### src/rtl/rail_sup_pkg.sv
`timescale 1ns/1ps
package rail_sup_pkg;
  typedef enum logic [1:0] {
    MODE_OFF  = 2'd0,
    MODE_STBY = 2'd1,
    MODE_RUN  = 2'd2
  } sup_mode_e;

  localparam logic [1:0] SEQ_INDEP       = 2'd0;
  localparam logic [1:0] SEQ_FIVE_FIRST  = 2'd1;
  localparam logic [1:0] SEQ_THREE_FIRST = 2'd2;

  localparam int          N_RAILS   = 2;
  localparam int          ILIM_W    = 3;
  localparam int          ILIM_LVLS = 5;
  localparam logic [2:0]  ILIM_FULL = 3'd5;
endpackage

### src/rtl/ss_ramp.sv
`timescale 1ns/1ps
module ss_ramp
  import rail_sup_pkg::*;
#(
  parameter int STEP = 102
) (
  input  logic              clk,
  input  logic              rst_n,
  input  logic              en,
  output logic [ILIM_W-1:0] code
);
  localparam int SW = $clog2(STEP + 1);

  logic [SW-1:0] sub_q;

  always_ff @(posedge clk or negedge rst_n) begin
    if (!rst_n) begin
      sub_q <= '0;
      code  <= '0;
    end else if (!en) begin
      sub_q <= '0;
      code  <= '0;
    end else if (code != ILIM_FULL) begin
      if (sub_q == SW'(STEP - 1)) begin
        sub_q <= '0;
        code  <= ILIM_W'(code + 1'b1);
      end else begin
        sub_q <= SW'(sub_q + 1'b1);
      end
    end
  end

  p_code_max_r5: assert property (@(posedge clk) disable iff (!rst_n)
    code <= ILIM_FULL);
  p_code_step_r5: assert property (@(posedge clk) disable iff (!rst_n)
    en |=> (code == $past(code)) || (code == ILIM_W'($past(code) + 1'b1)));
  p_code_off_r5: assert property (@(posedge clk) disable iff (!rst_n)
    !en |=> code == '0);
endmodule

### src/rtl/uv_blank.sv
`timescale 1ns/1ps
module uv_blank #(
  parameter int BLANK = 6144
) (
  input  logic clk,
  input  logic rst_n,
  input  logic en,
  output logic armed
);
  localparam int CW = $clog2(BLANK + 1);

  logic [CW-1:0] cnt_q;

  assign armed = (cnt_q == CW'(BLANK));

  always_ff @(posedge clk or negedge rst_n) begin
    if (!rst_n)      cnt_q <= '0;
    else if (!en)    cnt_q <= '0;
    else if (!armed) cnt_q <= CW'(cnt_q + 1'b1);
  end

  p_disarm_r8: assert property (@(posedge clk) disable iff (!rst_n)
    !en |=> !armed);
  p_arm_hold_r8: assert property (@(posedge clk) disable iff (!rst_n)
    (armed && en) |=> armed);
endmodule

### src/rtl/pg_timer.sv
`timescale 1ns/1ps
module pg_timer #(
  parameter int DELAY = 32000
) (
  input  logic clk,
  input  logic rst_n,
  input  logic cond,
  output logic good
);
  localparam int CW = $clog2(DELAY + 1);

  logic [CW-1:0] cnt_q;
  logic          done;

  assign done = (cnt_q == CW'(DELAY));
  assign good = cond && done;

  always_ff @(posedge clk or negedge rst_n) begin
    if (!rst_n)     cnt_q <= '0;
    else if (!cond) cnt_q <= '0;
    else if (!done) cnt_q <= CW'(cnt_q + 1'b1);
  end

  p_pg_rise_r6: assert property (@(posedge clk) disable iff (!rst_n)
    $rose(good) |-> $past(cond));
  p_pg_restart_r7: assert property (@(posedge clk) disable iff (!rst_n)
    !cond |=> !good);
endmodule

### src/rtl/rail_supervisor.sv
`timescale 1ns/1ps
module rail_supervisor
  import rail_sup_pkg::*;
#(
  parameter int SS_CYCLES = 512,
  parameter int UV_BLANK  = 6144,
  parameter int PG_DELAY  = 32000
) (
  input  logic              clk,
  input  logic              rst_n,
  input  logic              shdn_n,
  input  logic              ot_flag,
  input  logic              run3,
  input  logic              time5,
  input  logic [1:0]        seq_sel,
  input  logic [1:0]        uv30,
  input  logic [1:0]        uv5,
  input  logic [1:0]        ov,
  output logic [1:0]        rail_en,
  output logic [ILIM_W-1:0] ilim3,
  output logic [ILIM_W-1:0] ilim5,
  output logic [1:0]        lowside_on,
  output logic              sys_rst_n,
  output logic [1:0]        mode,
  output logic              fault_latched
);
  localparam int SS_STEP = (SS_CYCLES / ILIM_LVLS > 1) ? SS_CYCLES / ILIM_LVLS : 2;

  logic                 sd;
  logic                 run3_q;
  logic                 toggle;
  logic [N_RAILS-1:0]   req;
  logic [N_RAILS-1:0]   en_q, en_nx;
  logic [N_RAILS-1:0]   armed;
  logic                 fault_q, fault_nx, fault_set;
  logic                 ovl_q, ovl_nx;
  logic                 ordered;
  logic                 mon_ok;
  logic [ILIM_W-1:0]    code [N_RAILS];
  sup_mode_e            mode_v;

  assign sd     = !shdn_n || ot_flag;
  assign toggle = (run3 != run3_q);

  // Rail requests per sequence mode
  always_comb begin
    ordered = 1'b0;
    case (seq_sel)
      SEQ_FIVE_FIRST: begin
        ordered = 1'b1;
        req     = {run3, run3 && time5};
      end
      SEQ_THREE_FIRST: begin
        ordered = 1'b1;
        req     = {run3 && time5, run3};
      end
      default: req = {time5, run3};
    endcase
  end

  // Fault latch: a source wins over a clear in the same cycle
  assign fault_set = (|ov) || (|(uv30 & armed));

  always_comb begin
    if (sd)             fault_nx = 1'b0;
    else if (fault_set) fault_nx = 1'b1;
    else if (toggle)    fault_nx = 1'b0;
    else                fault_nx = fault_q;

    if (sd)          ovl_nx = 1'b0;
    else if (|ov)    ovl_nx = 1'b1;
    else if (toggle) ovl_nx = 1'b0;
    else             ovl_nx = ovl_q;

    en_nx = sd ? '0 : (req & {N_RAILS{!fault_nx}});
  end

  always_ff @(posedge clk or negedge rst_n) begin
    if (!rst_n) begin
      run3_q  <= 1'b0;
      fault_q <= 1'b0;
      ovl_q   <= 1'b0;
      en_q    <= '0;
    end else begin
      run3_q  <= run3;
      fault_q <= fault_nx;
      ovl_q   <= ovl_nx;
      en_q    <= en_nx;
    end
  end

  // Per-rail soft-start and undervoltage blanking
  for (genvar g = 0; g < N_RAILS; g++) begin : g_rail
    ss_ramp #(.STEP(SS_STEP)) i_ss (
      .clk  (clk),
      .rst_n(rst_n),
      .en   (en_q[g]),
      .code (code[g])
    );
    uv_blank #(.BLANK(UV_BLANK)) i_uvb (
      .clk  (clk),
      .rst_n(rst_n),
      .en   (en_q[g]),
      .armed(armed[g])
    );
  end

  // Power-good monitoring set
  assign mon_ok = ordered ? (&en_q) && !(|uv5) : en_q[0] && !uv5[0];

  pg_timer #(.DELAY(PG_DELAY)) i_pg (
    .clk  (clk),
    .rst_n(rst_n),
    .cond (mon_ok),
    .good (sys_rst_n)
  );

  always_comb begin
    if (sd)         mode_v = MODE_OFF;
    else if (|en_q) mode_v = MODE_RUN;
    else            mode_v = MODE_STBY;
  end

  assign mode          = mode_v;
  assign rail_en       = en_q;
  assign ilim3         = code[0];
  assign ilim5         = code[1];
  assign lowside_on    = {N_RAILS{ovl_q}};
  assign fault_latched = fault_q;

  p_sd_off_r1: assert property (@(posedge clk) disable iff (!rst_n)
    sd |=> (rail_en == '0) && !fault_latched);
  p_ov_trip_r9: assert property (@(posedge clk) disable iff (!rst_n)
    (!sd && (|ov)) |=> fault_latched && (lowside_on == 2'b11) && (rail_en == '0));
  p_hold_r10: assert property (@(posedge clk) disable iff (!rst_n)
    (fault_q && !sd && (run3 == run3_q)) |=> fault_latched);
  p_fault_off_r8: assert property (@(posedge clk) disable iff (!rst_n)
    (!sd && (|(uv30 & armed))) |=> (rail_en == '0));
endmodule

### config.mk
export PLATFORM = sky130hd
export DESIGN_NAME = rail_supervisor
export DESIGN_NICKNAME = d
export VERILOG_FILES = /design/src/rtl/rail_sup_pkg.sv /design/src/rtl/ss_ramp.sv /design/src/rtl/uv_blank.sv /design/src/rtl/pg_timer.sv /design/src/rtl/rail_supervisor.sv
export SDC_FILE = /design/constraint.sdc
export NUM_CORES = 1
export LEC_CHECK = 0
export BUFFER_PORTS_ARGS = -buffer_cell sky130_fd_sc_hd__buf_2
export CAP_MARGIN = 20
export CELL_PAD_IN_SITES_DETAIL_PLACEMENT = 1
export CELL_PAD_IN_SITES_GLOBAL_PLACEMENT = 1
export CORE_MARGIN = 2
export CORE_UTILIZATION = 43
export CTS_CLUSTER_DIAMETER = 120
export CTS_CLUSTER_SIZE = 10
export DETAILED_ROUTE_END_ITERATION = 8
export HOLD_SLACK_MARGIN = 0.06
export PLACE_DENSITY_LB_ADDON = 0.08
export SLEW_MARGIN = 20
export SYNTH_ARGS = -nofsm -noshare
export SYNTH_HDL_FRONTEND = slang
export SYNTH_HIERARCHICAL = 1
export SYNTH_SLANG_ARGS = --single-unit
### constraint.sdc
create_clock -name clk -period 1.65 [get_ports clk]
set_input_delay 0.165 -clock clk [delete_from_list [all_inputs] [get_ports clk]]
set_output_delay 0.165 -clock clk [all_outputs]
set_load 0.01 [all_outputs]
==> results.cfg, run 1 <==
[outcome]
status = complete, but fails checks
violations = setup timing

[timing]
setup_viol = 8
min_period_ps = 2010
setup_ws_ps = -356
grt_setup_unrepaired = true
drv_slew = 0
relSlewSlack_pct = 68.9
fin_skew_ps = 13.6
hold_viol_final = 0
timing.fmax_mhz = 498
min_period_over_period_pct = 122
worst_pin_slew_ps = 461
finalSetupTns_ps = -497

[logic_synthesis]
syn_area_sq_mm = 0.00396
post_synth_num_cell_types = 57
synth_edf_count = 0
yosys_most_used_dff = dfrtp_1
synth_cells = 420
yosysWarnings = 6
async_flop_share_pct = 100
synthesis.nets = 450
ys_seq_area_share_pct = 41.7
ys_ff_latch = 66
syn_avg_cell_area_sq_um = 9.43

[pwr]
power_density_mw_per_mm2 = 629
netSwitchingPower_w = 0.000755
p_leak_nw = 1.99
p_int_w = 0.00241
ir_worst_vdd_v = 0.000365
p_comb_share_pct = 4.4
p_sw_share_pct = 23.8
seq_power_share_pct = 51.4
pwr-share-clk_pct = 44.1

[placement]
hpwl_um = 7530
place_congestion = 0.827
dpl_worst_slack_ps = -71.5
io_buffers = 27

[global_route]
grt_max_degree = 67
grt_pass1_wl_um = 17900
antenna_found_initial = 0
grt_pass1_vias = 3666
overflow = 0
grt_usage_pct = 22.6

[cts]
clkSlewWorstSetupHoldPaths_ps = 80
cts_tree = built
cts_buffers = 9
cts.path.max_buffers = 2
cts_num_sinks = 66
htreeDepth = 3
cts_root_buf = clkbuf_8
clkLatencyLatePin_ps = 350

[critical_path]
cp.required_ps = 1480
crit_start = i_pg/cnt_q[6]
worst-setup-path-type = flop to output pin
start_kind = flop
timing.rr.start = i_pg/cnt_q[6]
critPathCaptureType = output pin
reg2reg_depth = 4
critPathMaxFanout = 2
worstPathArrival_ps = 1840

[drt]
dr.first_iter.drc_count = 91
viasPerCell = 5.79
drt_wl_total_um = 10900
antenna_left = 0
vias = 3586
drc = 0
drt_pass1_iterations = 4
wl_per_cell_um = 17.6

[layout]
n_antenna_cell = 0
nets = 533
drive_gt1_share_pct = 30.5
area_delta_synth_final_pct = 27.1
nFillCells = 1047

[floorplan]
dieArea_sq_mm = 0.0100
start_util_pct = 43.5
die_w_um = 100
num_io_pins = 28
rows = 35
die_height_um = 100
core_area_sq_mm = 0.00911

[hold_path]
min_path_type = primary input to flop
hp-start = ov[0]
hold-path-cell-count = 3

[job]
cap_viol_max_count = 0
metal layers:
| layer | GRT usage [%] | part of all wire, % |
|---|---|---|
| met1 | 28.3 | 44 |
| met2 | 39.9 | 52 |
| met3 | 2.79 | 2.1 |
| met4 | 8.64 | 1.9 |
| met5 | 0 | 0 |
power by group through the flow:
stage | logic, W | registers [W] | clock network [W]
final | 0.000141 | 0.00163 | 0.00140
after CTS | 0.000142 | 0.00163 | 0.00144
after global placement | 0.000132 | 0.00166 | 0
after floorplan | 0.0000488 | 0.00166 | 0
after global routing | 0.000157 | 0.00163 | 0.00150
after detailed placement | 0.000135 | 0.00166 | 0
per-stage QoR:
stage	instance area, sq um	total power (W)	std cells	hold slack, ps	util (%)
after floorplan	3990	0.00171	420	-131	-
after global placement	4590	0.00179	599	214	50.4
after detailed placement	4590	0.00180	599	213	50.4
after CTS	4860	0.00321	617	77.8	53.4
after global routing	5040	0.00329	619	73.8	55.3
final	5040	0.00317	619	92.8	55.3
state kept, by name (all words and copies together), names as in the netlist:
name	flops
fault_latched	1
g_rail.i_uvb/cnt_q	26
i_pg/cnt_q	15
rail_en	2
g_rail.i_ss/code	6
g_rail.i_ss/sub_q	14
ovl_q	1
run3_q	1
final timing paths:
path	end	slack (ps)
max in group asynchronous	g_rail[1].i_ss/sub_q[0]	980
worst max-delay path	sys_rst_n	-360
worst max register to register	i_pg/cnt_q[0]	-40
worst min-delay path	ovl_q	90
min in group asynchronous	g_rail[1].i_ss/sub_q[5]	360
worst min register to register	rail_en[1]	520
final cells by class:
type                    count  area, sq um  area share, %
well taps                 111          139           2.76
repair buffers             84          591           11.7
clock inverters             6         66.3           1.32
inverters                  33          124           2.46
multi-input cells         309         2320           46.2
flip-flops and latches     66         1650           32.8
clock buffers              10          138           2.73
cell families (layout without fill, tap and decap cells):
logic type / Yosys count / after routing / share of synthesized area [%]
buf+inv: 45 / 133 / 5.21
simple gates: 176 / 176 / 27.5
flops: 66 / 66 / 41.7
mux: 12 / 12 / 3.03
compound gates: 98 / 98 / 15.8
fa+ha+maj: 16 / 16 / 5.05
xor+xnor: 7 / 7 / 1.74
worst max-delay path, cell delays in order, from the launching register on:
cell and delay (ps):
dfrtp_1 380, or4b_4 540, nor4_4 290, and2_4 190, buf_6 90
synth_stat cells (6+ instances only):
master / n / area (sq um)
dfrtp_1: 66 / 1650
nand2_1: 43 / 161
a21oi_1: 38 / 190
inv_1: 32 / 120
o21ai_0: 20 / 100
nand3_1: 19 / 95.1
ha_1: 16 / 200
or4_1: 16 / 120
nand2b_1: 14 / 87.6
o31ai_1: 14 / 105
mux2i_1: 12 / 120
nand4_1: 11 / 68.8
nor2_1: 11 / 41.3
nor3_1: 9 / 45.0
nor4_1: 9 / 56.3
or3_1: 8 / 50.1
clkbuf_1: 6 / 22.5
o41ai_1: 6 / 52.6
layout by cell type, fill, tap and decap left out, types with 4 or more instances in the layout:
master / instances
o31ai_1: 12
nand2b_1: 14
ha_1: 11
nor4_1: 5
nand4_1: 11
nor3_1: 7
nor2_1: 11
a41o_1: 4
or4_1: 14
nand2_1: 42
a21oi_1: 36
buf_2: 26
clkbuf_8: 10
buf_4: 53
or3_1: 8
o21ai_0: 20
mux2i_1: 12
nand3_1: 16
o41ai_1: 6
inv_1: 29
dfrtp_1: 64
repair_timing:
action                                  CTS  global route
gates resized for setup                  11            29
setup buffers                             0             2
hold buffers                              2             0
pin swaps                                 6             5
endpoints found under the hold margin    67             0
endpoints found under the setup margin   12            29
(Power assumes the default switching activity.)
==> run 2, diff against run 1 <==
Settings changed: REMOVE_ABC_BUFFERS set to 1.
==> results.cfg, run 2 (same netlist as run 1, synthesis figures left out) <==
[timing]
grt_setup_unrepaired = true
timing.fmax_mhz = 508
relSlewSlack_pct = 70.3
min_period_over_period_pct = 119
setup_viol = 2
min_period_ps = 1970
hold_viol_final = 0
fin_skew_ps = 6.01
setup_ws_ps = -318
worst_pin_slew_ps = 440
drv_slew = 0

[placement]
placed_area_sq_mm = 0.00459
dpl_worst_slack_ps = -82.6
hpwl_um = 7440
place_congestion = 0.819
io_buffers = 27

[floorplan]
dieArea_sq_mm = 0.0100
die_w_um = 100
die_height_um = 100
start_util_pct = 43.5
rows = 35
core_area_sq_mm = 0.00911
num_io_pins = 28

[global_route]
grt_max_degree = 67
grt_usage_pct = 22.0
grt_pass1_vias = 3571
overflow = 0
grt_pass1_wl_um = 17300
antenna_found_initial = 0

[cts]
cts_num_sinks = 66
htreeDepth = 3
cts_tree = built
cts_buffers = 9
clkLatencyLatePin_ps = 340
cts_root_buf = clkbuf_8
clkSlewWorstSetupHoldPaths_ps = 70
cts.path.max_buffers = 2

[layout]
ff_latch_area_sq_mm = 0.00166
largest_reg_flops = 26
final_cell_mix = dfrtp_1 (63), buf_4 (57), nand2_1 (42)
multi_input_comb_area_sq_mm = 0.00227
nets = 537
final_common_cell = dfrtp_1
final_area_sq_mm = 0.00503
n_antenna_cell = 0
reg_top3 = g_rail.i_uvb/cnt_q: 26 flops, i_pg/cnt_q: 15 flops, g_rail.i_ss/sub_q: 14 flops
post-route-util_pct = 55.3
regMostFlops = g_rail.i_uvb/cnt_q
drive_gt1_share_pct = 29.9
area_delta_synth_final_pct = 27.0
nFillCells = 1078

[pwr]
power_w = 0.00325
p_leak_nw = 2.01
ir_worst_vdd_v = 0.000338
power_density_mw_per_mm2 = 645

[critical_path]
critPathMaxFanout = 2
worstPathArrival_ps = 1800
cp.required_ps = 1480
path_cells = or4_4 -> nor4_4 -> and2_4 -> buf_6
start_kind = flop
critPathCaptureType = output pin
cp_slowest_cell = or4_4
max_stage_delay_ps = 530
reg2reg_depth = 6
worst-setup-path-type = flop to output pin

[drt]
vias = 3562
viasPerCell = 5.72
dr.first_iter.drc_count = 109
drc = 0
wl_per_cell_um = 17.0
drt_wl_total_um = 10600
drt_pass1_iterations = 4
antenna_left = 0

[outcome]
status = complete, but fails checks
violations = setup timing

[job]
cap_viol_max_count = 0

[hold_path]
hold-path-cell-count = 3
min_path_type = primary input to flop
[run 2: final timing paths]
check                                          from                        to  slack [ps]
hold reg to reg                       fault_latched                rail_en[1]         550
min in group asynchronous                     rst_n   g_rail[1].i_ss/sub_q[6]         370
setup / recovery                      i_pg/cnt_q[4]                 sys_rst_n        -320
hold / removal                                ov[0]                     ovl_q         100
max in group asynchronous                     rst_n   g_rail[1].i_ss/sub_q[0]         970
setup reg to reg           g_rail[1].i_uvb/cnt_q[1]  g_rail[1].i_uvb/cnt_q[2]         -20
[run 2: layout make-up]
cell class / count / area share (%)
inverters: 33 / 2.54
multi-input cells: 309 / 45.2
clock buffers: 15 / 3.70
flip-flops and latches: 66 / 32.9
repair buffers: 88 / 12.3
clock inverters: 1 / 0.597
well taps: 111 / 2.76
[run 2: critical path: cells and delay by family (launching register included)]
kind                   cells  cell delay [ps]
buffers and inverters      1               90
AND/OR/NAND/NOR            3              990
flip-flops                 1              390
[run 2: per-stage QoR]
| step | hold WS (ps) | instances | TNS (ps) |
|---|---|---|---|
| finish | 95.5 | 623 | -341 |
| global route | 81.5 | 623 | -661 |
| CTS | 73.7 | 621 | -376 |
| detailed placement | 214 | 603 | -497 |
| global placement | 220 | 603 | -160 |
| floorplan | -131 | 408 | -7330 |
[run 2: layer usage]
metal	vias up	global-route usage, %	wire length (um)
li1	1731	-	-
met4	0	8.75	144
met3	8	3.13	165
met2	24	35.1	5170
met1	1799	30.3	5100
met5	-	0	0
[run 2: repair_timing]
item | 4_1_cts | 5_1_grt
pin swaps | 7 | 8
endpoints found under the hold margin | 67 | 0
setup endpoints to repair | 11 | 29
setup buffers | 1 | 3
gates resized for setup | 13 | 27
hold buffers | 2 | 0
[run 2: power breakdown]
| part | total (W) | switching (W) | internal (W) |
|---|---|---|---|
| Sequential | 0.00163 | 0.00000787 | 0.00162 |
| Combinational | 0.000136 | 0.0000855 | 0.0000506 |
| Clock | 0.00148 | 0.000615 | 0.000867 |
==> run 3, diff against run 2 <==
Settings changed: PLACE_DENSITY_LB_ADDON 0.08 to 0.1.
Clock period 1.65 ns to 1.6 ns, I/O delays scaled along.
==> results.cfg, run 3 (same netlist as run 1, synthesis figures left out) <==
[layout]
nets = 553
reg_top3 = g_rail.i_uvb/cnt_q: 26 flops, i_pg/cnt_q: 15 flops, g_rail.i_ss/sub_q: 14 flops
n_antenna_cell = 0
final_cell_mix = buf_4 (69), dfrtp_1 (66), nand2_1 (42)
largest_reg_flops = 26
final_common_cell = buf_4
drive_gt1_share_pct = 34.5
regMostFlops = g_rail.i_uvb/cnt_q
final_area_sq_mm = 0.00530
area_delta_synth_final_pct = 33.7

[critical_path]
path_cells = or4b_4 -> nor4_4 -> and2_4 -> buf_6
start_kind = flop
max_stage_delay_ps = 570
critPathMaxFanout = 2
cp.required_ps = 1440
reg2reg_depth = 4
critPathCaptureType = output pin
cp_slowest_cell = or4b_4
worst-setup-path-type = flop to output pin
worstPathArrival_ps = 1880

[placement]
hpwl_um = 7800
place_congestion = 0.825
placed_area_sq_mm = 0.00463
io_buffers = 27
dpl_worst_slack_ps = -173

[timing]
fin_skew_ps = 6.11
drv_slew = 0
hold_viol_final = 0
min_period_ps = 2040
setup_viol = 14
min_period_over_period_pct = 127
holdWs_ps = 109
relSlewSlack_pct = 53.3
worst_pin_slew_ps = 691
timing.fmax_mhz = 491
grt_setup_unrepaired = true
finalSetupTns_ps = -1470
setup_ws_ps = -437

[floorplan]
die_height_um = 100
num_io_pins = 28
core_area_sq_mm = 0.00911
start_util_pct = 43.5
rows = 35
dieArea_sq_mm = 0.0100
die_w_um = 100

[drt]
viasPerCell = 5.92
vias = 3783
wl_per_cell_um = 19.1
drt_pass1_iterations = 6
dr.first_iter.drc_count = 127
drc = 0
drt_wl_total_um = 12200
antenna_left = 0

[pwr]
seq_power_share_pct = 51.4
p_comb_share_pct = 4.7
netSwitchingPower_w = 0.000768
p_int_w = 0.00251
pwr-share-clk_pct = 44.0
p_sw_share_pct = 23.5
p_leak_nw = 2.14
power_density_mw_per_mm2 = 618
power_w = 0.00327
ir_worst_vdd_v = 0.000427

[cts]
cts_buffers = 9
cts_num_sinks = 66
clkLatencyLatePin_ps = 350
cts_root_buf = clkbuf_8
clkSlewWorstSetupHoldPaths_ps = 70
cts_tree = built
htreeDepth = 3
cts.path.max_buffers = 2

[outcome]
status = complete, but fails checks
violations = setup timing

[global_route]
grt_max_degree = 67
grt_pass1_wl_um = 18200
grt_pass1_vias = 3750
antenna_found_initial = 0
overflow = 0
grt_usage_pct = 22.9

[job]
cap_viol_max_count = 0

[hold_path]
hold-path-cell-count = 3
min_path_type = primary input to flop
## run 3: worst paths after layout
path	endpoint	slack (ps)	start
min	ovl_q	110	ov[0]
max in group asynchronous	g_rail[0].i_uvb/cnt_q[1]	940	rst_n
min reg2reg	rail_en[1]	550	fault_latched
max	sys_rst_n	-440	i_pg/cnt_q[3]
max reg2reg	i_pg/cnt_q[0]	-190	i_pg/cnt_q[3]
min in group asynchronous	g_rail[1].i_ss/code[2]	350	rst_n
## run 3: critical path, delay by kind of cell, from the launching register on
family | cells | cell delay, ps
flip-flops | 1 | 400
AND/OR/NAND/NOR | 3 | 1050
buffers and inverters | 1 | 90
## run 3: area by class of cell
| class | instances | area [sq um] |
|---|---|---|
| Fill cell | 1029 | 3810 |
| Multi-Input combinational cell | 309 | 2420 |
| Sequential cell | 66 | 1650 |
| Timing Repair Buffer | 104 | 756 |
| Clock buffer | 15 | 196 |
| Tap cell | 111 | 139 |
| Inverter | 33 | 128 |
| Clock inverter | 1 | 5.00 |
## run 3: timing repair
action | CTS | global route
resized for setup | 25 | 42
hold buffers | 2 | 0
hold endpoints to repair | 67 | 0
pin swaps | 8 | 12
setup buffers | 1 | 12
endpoints found under the setup margin | 18 | 32
## run 3: per-stage QoR
| step | instances | utilization [%] |
|---|---|---|
| after CTS | 627 | 54.7 |
| final | 639 | 58.2 |
| after global routing | 639 | 58.2 |
| after global placement | 608 | 50.9 |
| after floorplan | 408 | - |
| after detailed placement | 608 | 50.9 |
## run 3: routing by layer
metal	wire length, um	global-route usage [%]	vias up
li1	-	-	1769
met2	6130	38.7	70
met4	302	5.69	0
met5	0	0	-
met3	416	4.94	28
met1	5360	30.3	1916
## run 3: power groups by stage
stage               combinational, W  sequential [W]  clock, W
floorplan                  0.0000428         0.00172         0
global placement            0.000141         0.00171         0
detailed placement          0.000143         0.00171         0
CTS                         0.000149         0.00168   0.00147
global route                0.000168         0.00168   0.00154
finish                      0.000153         0.00168   0.00144
